[src/rtl/uart_tx_pkg.sv]
package uart_tx_pkg;
  localparam logic [2:0] OFS_THR = 3'd0;
  localparam logic [2:0] OFS_IIR = 3'd2;
  localparam logic [2:0] OFS_LSR = 3'd5;
  localparam logic [7:0] IIR_IDLE = 8'h01;
  localparam logic [7:0] IIR_TXEMPTY = 8'h02;
  localparam int LSR_EMPTY_BIT = 5;
endpackage

[src/rtl/tx_char_fifo.sv]
module tx_char_fifo #(
  parameter int DEPTH = 16,
  parameter int DW = 8
) (
  input  logic          clk,
  input  logic          rst_n,
  input  logic          push,
  input  logic [DW-1:0] push_data,
  input  logic          pop,
  output logic [DW-1:0] head,
  output logic          empty,
  output logic          full,
  output logic          dropped,
  output logic          drained
);
  localparam int AW = (DEPTH > 1) ? $clog2(DEPTH) : 1;
  localparam int CW = $clog2(DEPTH + 1);
  localparam logic [CW-1:0] CNT_MAX = CW'(DEPTH);
  localparam logic [AW-1:0] PTR_LAST = AW'(DEPTH - 1);

  logic [DW-1:0] store [DEPTH];
  logic [AW-1:0] wr_ptr, rd_ptr;
  logic [CW-1:0] count, count_nxt;
  logic          do_push, do_pop;

  assign empty   = (count == '0);
  assign full    = (count == CNT_MAX);
  assign do_push = push && !full;
  assign do_pop  = pop && !empty;
  assign dropped = push && full;
  assign head    = store[rd_ptr];

  always_comb begin
    count_nxt = count;
    if (do_push && !do_pop) count_nxt = count + 1'b1;
    else if (!do_push && do_pop) count_nxt = count - 1'b1;
  end

  assign drained = !empty && (count_nxt == '0);

  always_ff @(posedge clk or negedge rst_n) begin
    if (!rst_n) begin
      wr_ptr <= '0;
      rd_ptr <= '0;
      count  <= '0;
    end else begin
      count <= count_nxt;
      if (do_push) wr_ptr <= (wr_ptr == PTR_LAST) ? '0 : wr_ptr + 1'b1;
      if (do_pop)  rd_ptr <= (rd_ptr == PTR_LAST) ? '0 : rd_ptr + 1'b1;
    end
  end

  always_ff @(posedge clk) begin
    if (do_push) store[wr_ptr] <= push_data;
  end


  count_bound_chk: assert property (@(posedge clk) disable iff (!rst_n)
    count <= CNT_MAX);


  drop_keeps_count_chk: assert property (@(posedge clk) disable iff (!rst_n)
    (push && full && !pop) |=> (count == $past(count)));


  head_hold_chk: assert property (@(posedge clk) disable iff (!rst_n)
    (!empty && !pop) |=> $stable(head));
endmodule

[src/rtl/txe_irq_ctrl.sv]
module txe_irq_ctrl (
  input  logic clk,
  input  logic rst_n,
  input  logic set_evt,
  input  logic clr_evt,
  output logic pending
);
  always_ff @(posedge clk or negedge rst_n) begin
    if (!rst_n)       pending <= 1'b0;
    else if (set_evt) pending <= 1'b1;
    else if (clr_evt) pending <= 1'b0;
  end


  clear_takes_chk: assert property (@(posedge clk) disable iff (!rst_n)
    (clr_evt && !set_evt) |=> !pending);


  rise_needs_drain_chk: assert property (@(posedge clk) disable iff (!rst_n)
    $rose(pending) |-> $past(set_evt));
endmodule

[src/rtl/uart_tx_fifo_regs.sv]
module uart_tx_fifo_regs #(
  parameter int DEPTH = 16,
  parameter int DW = 8,
  parameter int ADDR_W = 3
) (
  input  logic              clk,
  input  logic              rst_n,
  input  logic              bus_wr,
  input  logic              bus_rd,
  input  logic [ADDR_W-1:0] bus_addr,
  input  logic [DW-1:0]     bus_wdata,
  output logic [DW-1:0]     bus_rdata,
  output logic              tx_valid,
  output logic [DW-1:0]     tx_data,
  input  logic              tx_ready,
  output logic              irq,
  output logic              dbg_overflow
);
  import uart_tx_pkg::*;

  logic thr_wr, iir_rd, empty, full, dropped, drained, pop;

  assign thr_wr = bus_wr && (bus_addr == ADDR_W'(OFS_THR));
  assign iir_rd = bus_rd && (bus_addr == ADDR_W'(OFS_IIR));
  assign pop    = tx_valid && tx_ready;

  tx_char_fifo #(.DEPTH(DEPTH), .DW(DW)) u_fifo (
    .clk(clk), .rst_n(rst_n),
    .push(thr_wr), .push_data(bus_wdata), .pop(pop),
    .head(tx_data), .empty(empty), .full(full),
    .dropped(dropped), .drained(drained)
  );

  assign tx_valid = !empty;

  txe_irq_ctrl u_irq (
    .clk(clk), .rst_n(rst_n),
    .set_evt(drained), .clr_evt(thr_wr || iir_rd),
    .pending(irq)
  );

  always_ff @(posedge clk or negedge rst_n) begin
    if (!rst_n)       dbg_overflow <= 1'b0;
    else if (dropped) dbg_overflow <= 1'b1;
  end

  always_comb begin
    bus_rdata = '0;
    if (bus_addr == ADDR_W'(OFS_IIR))
      bus_rdata = irq ? DW'(IIR_TXEMPTY) : DW'(IIR_IDLE);
    else if (bus_addr == ADDR_W'(OFS_LSR))
      bus_rdata[LSR_EMPTY_BIT] = empty;
  end


  overflow_sticky_chk: assert property (@(posedge clk) disable iff (!rst_n)
    dbg_overflow |=> dbg_overflow);


  drain_raises_irq_chk: assert property (@(posedge clk) disable iff (!rst_n)
    (tx_valid && tx_ready && $past(!tx_valid || tx_ready) && !thr_wr && full == 1'b0 && drained) |=> irq);


  irq_only_when_empty_or_refilled_chk: assert property (@(posedge clk) disable iff (!rst_n)
    (!tx_valid && !irq && !tx_ready) |=> (!irq));
endmodule

[config.mk]
export PLATFORM = sky130hd
export DESIGN_NAME = uart_tx_fifo_regs
export DESIGN_NICKNAME = d
export VERILOG_FILES = /design/src/rtl/uart_tx_pkg.sv /design/src/rtl/tx_char_fifo.sv /design/src/rtl/txe_irq_ctrl.sv /design/src/rtl/uart_tx_fifo_regs.sv
export SDC_FILE = /design/constraint.sdc
export NUM_CORES = 1
export LEC_CHECK = 0
export CORE_AREA = 2 2 153 95
export CTS_CLUSTER_DIAMETER = 50
export DETAILED_ROUTE_END_ITERATION = 6
export DIE_AREA = 0 0 155 97
export PLACE_DENSITY = 0.58
export SLEW_MARGIN = 25
export SYNTH_ARGS = -nofsm -noshare
export SYNTH_HDL_FRONTEND = slang
export SYNTH_SLANG_ARGS = --single-unit
[constraint.sdc]
create_clock -name clk -period 4.05 [get_ports clk]
set_input_delay 0.81 -clock clk [delete_from_list [all_inputs] [get_ports clk]]
set_output_delay 0.81 -clock clk [all_outputs]
set_load 0.01 [all_outputs]
Word-level counts from Yosys, hierarchy flattened:

Memories as Yosys holds them, arrays and structs flattened.
Cells that the tools add are included.

* ROM bits: 0
* input bits: 16
* memories kept: 1
* output and inout port bits: 19
* latch bits: 0
* bits in registers: 15
* RAM bits: 128
* word-level logic and storage cells: 45

* equality and inequality tests: 5
* muxes and demuxes: 12
* $lt $le $gt $ge: 0
* bitwise gates (word level): 0
* $mul: 0
* shifts and indexed selects: 0
* reductions and logical operators: 18
* div/mod/pow operators: 0
* add/sub/neg operators: 4

Memories
* u_fifo.store: depth 16, bits a word 8, read ports 1, clocked after Yosys merged registers in 0, write ports 1, RTL line tx_char_fifo.sv:21 `logic [DW-1:0] store [DEPTH];`

Operators by type and width (count)
* 5-bit zero test: 2
* 5-bit 2-to-1 mux: 2
* 1-bit logical AND: 9
* 4-bit by 1-bit adder with 4-bit output, second input constant: 2
* 4-bit == test, second input constant: 2
* 4-bit 2-to-1 mux: 2
* 1-bit 2-to-1 mux: 6
* 5-bit by 1-bit adder with 5-bit output, second input constant: 1
* 5-bit == test, second input constant: 1
* 5-bit by 1-bit subtractor with 5-bit output, second input constant: 1
* 1-bit zero test: 4
* 2-bit 2-to-1 mux: 2
* 3-bit by 2-bit == test with 1-bit output, second input constant: 1
* 3-bit == test, second input constant: 1
* 3-bit zero test: 1
* 2-bit nonzero test: 1
* 1-bit logical OR: 1

Longest topological paths before layout:

Gate-level depths: netlist of run 1.

* depth in word-level cells: 10
* gate-level depth with buffers: 8

Modules after synthesis:

Synthesis of run 1 repeated with hierarchy kept, for this count alone.

* cells, all modules: 337
* area, all modules: 6058.3 um^2

Modules (own cells, without submodules)
* tx_char_fifo: area each 5865.6 um^2, seq. area each 4169.0 um^2, cells an instance 317, instances 1
* uart_tx_fifo_regs: area each 156.4 um^2, seq. area each 25.0 um^2, cells an instance 17, instances 1
* txe_irq_ctrl: area each 36.3 um^2, seq. area each 25.0 um^2, cells an instance 3, instances 1

Least setup slack after synthesis of run 1:

OpenSTA, ideal clock, no wires.

* path kind: register to output
* from: register u_fifo.rd_ptr[0]
* to: output tx_data[4]
* stages on the path, launching flop included: 6
* arrival: 1.669 ns
* setup slack: 1.571 ns
* path buffers: 2
* path through: dfrtp_1 -> clkbuf_1 -> buf_2 -> mux4_2 -> a22oi_1 -> nand2_1

* cells in the longest elaborated chain, start to end: 1

Ends and longest elaborated chain
* start, declared: RTL line tx_char_fifo.sv:22 `logic [AW-1:0] wr_ptr, rd_ptr;`
* start signal, assigned: RTL line tx_char_fifo.sv:49 `if (do_pop) rd_ptr <= (rd_ptr == PTR_LAST) ? '0 : rd_ptr + 1'b1;`
* memory read 16 x 8 bit
* end, declared: RTL line uart_tx_fifo_regs.sv:14 `output logic [DW-1:0] tx_data,`

No other way between the ends.

Final worst setup path of run 1:

* from: register u_fifo.rd_ptr[0]
* to: output tx_data[5]

The elaborated chain is that of the path after synthesis.

==> results.yml, run 1 <==
final_layout:
  n_fill_cell: 1073
  synthToLayoutAreaGrowth_pct: 17.6
  drive_above_1_share: 0.159
  fin_util: 0.525
  antenna_cells: 0
  nets: 426
clocking:
  post_cts_resize_count: 0
  cts_buffers: 17
  path_clk_slew_ps: 60
  cts_buffer_depth: 2
  htreeDepth: 4
  cts_setup_buffers: 0
  root_buffer: "clkbuf_16"
  holdBufCountCts: 0
  clock_latency_ps: 410
  cts_tree: "done"
  clock-sinks: 143
timing:
  period_needed_ps: 3710
  setup_viol: 0
  finalCritPeriodShare: 0.916
  clock_skew_ps: 7.35
  rsz0062_at_grt: "false"
  finalHoldViolCount: 0
  tightest_slew_ps: 726
  final.setup.tns_ps: 0
  finalMaxSlewViolations: 0
  max_freq_ghz: 0.269
  slew_headroom: 0.514
grt:
  grt_overflow: 0
  grt_pass1_wl_mm: 20.0
  antenna_found_initial: 0
  grt_pass1_vias: 3243
  grt.total_usage: 0.185
  grt_max_degree: 27
synth:
  synth.top_cell.area_share: 0.638
  seq_area_frac_synth: 0.701
  synth_ff_type: "edfxtp_1"
  netlist-cell-type-count: 48
  ys_warn_count: 0
  synth_area_leaders: "edfxtp_1 64%, dfrtp_1 6.2%, mux4_2 6.0%"
  synth_area_um2: 6020
  synth.ff_latch_count: 143
  yosys.area.top_type: "edfxtp_1"
  synth_edf_count: 128
  synth_area_per_cell_um2: 16.4
  ys_top_cells_by_count: "128 x edfxtp_1, 27 x nand2_1, 26 x mux2i_1"
  yosysMostFrequentCell: "edfxtp_1"
  postSynth.asyncResetShare: 0.105
  syn_inst: 368
detailed_routing:
  routed-via-count: 3345
  via_per_inst: 5.66
  drcViolationCount: 0
  first_pass_iters: 5
  drt_iter0_markers: 310
  drt-total-wl_mm: 13.2
  wl_per_cell_um: 22.3
  ant_nets: 0
critical_path:
  crit_arrival_ps: 2900
  start_kind: "register"
  cp-end-kind: "output port"
  path_class: "reg2out"
  cp_max_fo: 15
  worstPathRequired_ps: 3240
job:
  cap_viol_max_count: 0
placement:
  portBuffers: 29
  hpwl_mm: 8.89
  place.gp.congestion: 0.827
die:
  die_w_um: 155
  ios: 35
  fp-row-count: 33
  fp.dieArea_um2: 15000
  core_area_um2: 13500
  die_h_um: 97
  initial_utilization: 0.446
outcome:
  status: "finished, final reports clean"
power:
  p_per_area_nw_per_um2: 670
  irDropWorstVdd_mv: 0.268
  leakage_nw: 2.44
min_path:
  hp-class: "reg2reg"
-- path summary, 6_finish.rpt --
kind | startpoint | to | slack (ps) | depth (start not counted)
min in group asynchronous | rst_n | dbg_overflow | 830 | 1
min | dbg_overflow | dbg_overflow | 460 | 1
max in group asynchronous | rst_n | u_fifo.rd_ptr[0] | 2710 | 1
max reg2reg | u_fifo.count[1] | u_irq.pending | 1490 | 7
min reg2reg | dbg_overflow | dbg_overflow | 460 | 1
max | u_fifo.rd_ptr[0] | tx_data[5] | 340 | 6
-- critical path: stages, from the launching register on --
cell and delay (ps):
dfrtp_2 650, buf_4 360, mux2i_1 180, a21oi_1 440, o21ai_0 190, nand2_1 120
clkdlybuf4s50_1 530
-- cell families after synthesis --
family / after synthesis / share of synthesized area
fa+ha+maj: 7 / 0.0145
simple gates: 73 / 0.0681
flops: 143 / 0.701
other cells: 1 / 0.000623
mux: 50 / 0.118
xor+xnor: 3 / 0.00436
compound gates: 65 / 0.0731
buf+inv: 26 / 0.0206
-- layout by cell type, fill, tap and decap left out, types with 3 or more instances in the layout --
master           synthesis  final
clkbuf_16                0     17
edfxtp_1               128    128
a22oi_1                  8      8
inv_1                    4      4
mux4_2                  16     16
o31ai_1                  3      3
bufinv_16                0      3
nand2_1                 27     27
a21o_1                   3      3
ha_1                     7      7
a21oi_1                  9      9
buf_4                    5      4
mux2_2                   8      8
o21ai_0                 22     22
mux2i_1                 26     26
clkinvlp_4               0      3
dfrtp_1                 15     14
and3_1                   5      5
clkdlybuf4s50_1          0     29
conb_1                   1      5
a221oi_1                 8      8
nand3_1                  7      7
clkinv_2                 0      3
nor2_1                   3      3
and2_1                  14     14
-- final cells by class --
class	count	area, um^2	share of cell area
Sequential cell	143	4220	0.596
Inverter	4	15.0	0.00212
Tap cell	175	219	0.0309
Timing Repair Buffer	34	340	0.0480
Clock inverter	14	166	0.0235
Multi-Input combinational cell	203	1690	0.239
Clock buffer	18	429	0.0606
-- power breakdown --
part,switching (W),internal (W)
clock,0.000604,0.000968
sequential,0.000167,0.00169
combinational,0.000674,0.000646
total,0.00144,0.00330
-- stage by stage --
stage | setup slack, ps | hold WS (ps) | std cells | total power (W) | area [um^2]
final | 339 | 463 | 591 | 0.00475 | 7080
after global routing | 178 | 500 | 591 | 0.00496 | 7080
after CTS | 328 | 468 | 591 | 0.00476 | 7080
after detailed placement | 769 | 455 | 559 | 0.00320 | 6490
after global placement | 816 | 444 | 559 | 0.00318 | 6490
after floorplan | 1570 | 493 | 372 | 0.00270 | 6040
-- routing by layer --
| layer | track usage | wire [um] |
|---|---|---|
| met5 | 0 | 0 |
| met4 | 0.0598 | 115 |
| met3 | 0.0430 | 802 |
| met2 | 0.245 | 5530 |
| met1 | 0.297 | 6760 |
-- registers in the layout (all words and copies together) (netlist names) --
register       count
u_fifo.wr_ptr      4
u_irq.pending      1
u_fifo.store     128
u_fifo.rd_ptr      4
u_fifo.count       5
dbg_overflow       1
No activity file was read; power rests on OpenSTA's default activity.
==> inputs of run 2 (changes only) <==
CORE_AREA = 2 2 129 81   (was 2 2 153 95)
CTS_CLUSTER_SIZE = 20   (was unset)
DIE_AREA = 0 0 131 83   (was 0 0 155 97)
PLACE_DENSITY = 0.79   (was 0.58)
SKIP_CTS_REPAIR_TIMING = 1   (was unset)
==> results.yml, run 2 (synthesis gave the netlist of run 1 again) <==
timing:
  final.setup.tns_ps: 0
  rsz0062_at_grt: "false"
  finalMaxSlewViolations: 0
  setup_viol: 0
  max_freq_ghz: 0.288
  finalCritPeriodShare: 0.858
  clock_skew_ps: 5.07
  slew_headroom: 0.529
  finalHoldViolCount: 0
  period_needed_ps: 3480
  tightest_slew_ps: 705
min_path:
  min_path_cells: 1
  hp-class: "reg2reg"
  hold_start: "dbg_overflow"
  min_to: "dbg_overflow"
final_layout:
  top_register: "u_fifo.store"
  final_cell_mix: "128 x edfxtp_1, 29 x clkdlybuf4s50_1, 27 x nand2_1"
  synthToLayoutAreaGrowth_pct: 16.7
  nets: 426
  drive_above_1_share: 0.161
  largestRegisters: "u_fifo.store (128), u_fifo.count (5)"
  layout.cells.most_common: "edfxtp_1"
  antenna_cells: 0
  fin_area_um2: 7030
  largest_reg_flops: 128
job:
  cap_viol_max_count: 0
detailed_routing:
  first_pass_iters: 5
  routed-via-count: 3457
  drt-total-wl_mm: 12.8
  wl_per_cell_um: 23.2
  drcViolationCount: 0
  drt_iter0_markers: 502
  via_per_inst: 6.27
  ant_nets: 0
die:
  fp-row-count: 28
  initial_utilization: 0.625
  die_w_um: 131
  core_area_um2: 9630
  fp.dieArea_um2: 10900
  ios: 35
  die_h_um: 83
power:
  combPwrFrac: 0.295
  irDropWorstVdd_mv: 0.488
  p_per_area_nw_per_um2: 675
  leakage_nw: 2.43
  clockPowerShare: 0.323
  switching_share: 0.309
  switchingPower_w: 0.00147
  internal_power_w: 0.00328
  p_seq_frac: 0.382
placement:
  dpl_cell_area_um2: 6440
  hpwl_mm: 8.40
  portBuffers: 29
  place.gp.congestion: 0.882
critical_path:
  path_class: "reg2out"
  cp-end-kind: "output port"
  r2r-start: "u_fifo.count[1]"
  r2r_cells: 7
  crit_arrival_ps: 2670
  r2r_setup_slack_ps: 1440
  start_kind: "register"
  worstPathRequired_ps: 3240
  r2r-end: "u_irq.pending"
  cp_max_fo: 6
clocking:
  root_buffer: "clkbuf_16"
  cts_buffer_depth: 2
  path_clk_slew_ps: 60
  htreeDepth: 4
  clock-sinks: 143
  cts_tree: "done"
  cts_buffers: 17
  clock_latency_ps: 420
outcome:
  status: "finished, final reports clean"
grt:
  grt_pass1_vias: 3362
  grt_max_degree: 54
  grt_pass1_wl_mm: 19.8
  grt.total_usage: 0.257
  grt_overflow: 0
  antenna_found_initial: 0
run 2: stage by stage:
step / power, W / hold slack (ps) / setup WS, ps / std cells / utilization
floorplan: 0.00270 / 493 / 1570 / 372 / -
global placement: 0.00319 / 513 / 942 / 519 / 0.668
detailed placement: 0.00322 / 475 / 839 / 519 / 0.668
CTS: 0.00475 / 493 / 582 / 551 / 0.730
global route: 0.00494 / 512 / 457 / 551 / 0.730
finish: 0.00475 / 489 / 574 / 551 / 0.730
run 2: per-layer routing:
metal	share of wire	vias to the layer above	GRT usage
met5	0	-	0
met4	0.014	0	0.0880
met3	0.091	18	0.0754
met2	0.45	172	0.348
met1	0.45	1749	0.401
li1	-	1518	-
run 2: cell type report:
class	count	area [um^2]
flip-flops and latches	143	4220
fillers	583	2600
multi-input cells	203	1690
clock buffers	20	457
repair buffers	34	340
well taps	135	169
clock inverters	12	135
inverters	4	15.0
run 2: how the worst max path moves through the flow:
stage | start | to | slack [ps]
floorplan | u_fifo.rd_ptr[0] | tx_data[4] | 1570
global placement | bus_addr[0] | u_fifo.store[8][3] | 940
detailed placement | bus_addr[0] | u_fifo.store[5][4] | 840
CTS | u_fifo.count[1] | bus_rdata[5] | 580
global route | u_fifo.count[1] | bus_rdata[5] | 460
finish | u_fifo.count[1] | bus_rdata[5] | 570
run 2: power groups by stage:
| stage | Clock [W] | Combinational, W | Sequential, W |
|---|---|---|---|
| 6_report | 0.00153 | 0.00140 | 0.00181 |
| 2_1_floorplan | 0 | 0.000927 | 0.00177 |
| 5_1_grt | 0.00161 | 0.00150 | 0.00183 |
| 3_5_place_dp | 0 | 0.00138 | 0.00184 |
| 4_1_cts | 0.00155 | 0.00139 | 0.00181 |
| 3_3_place_gp | 0 | 0.00136 | 0.00183 |
run 2: critical path, cell delays in order (launching register included):
cell	delay [ps]
dfrtp_1	430
inv_1	110
ha_1	280
or4b_1	620
nor3_1	230
clkdlybuf4s50_1	580
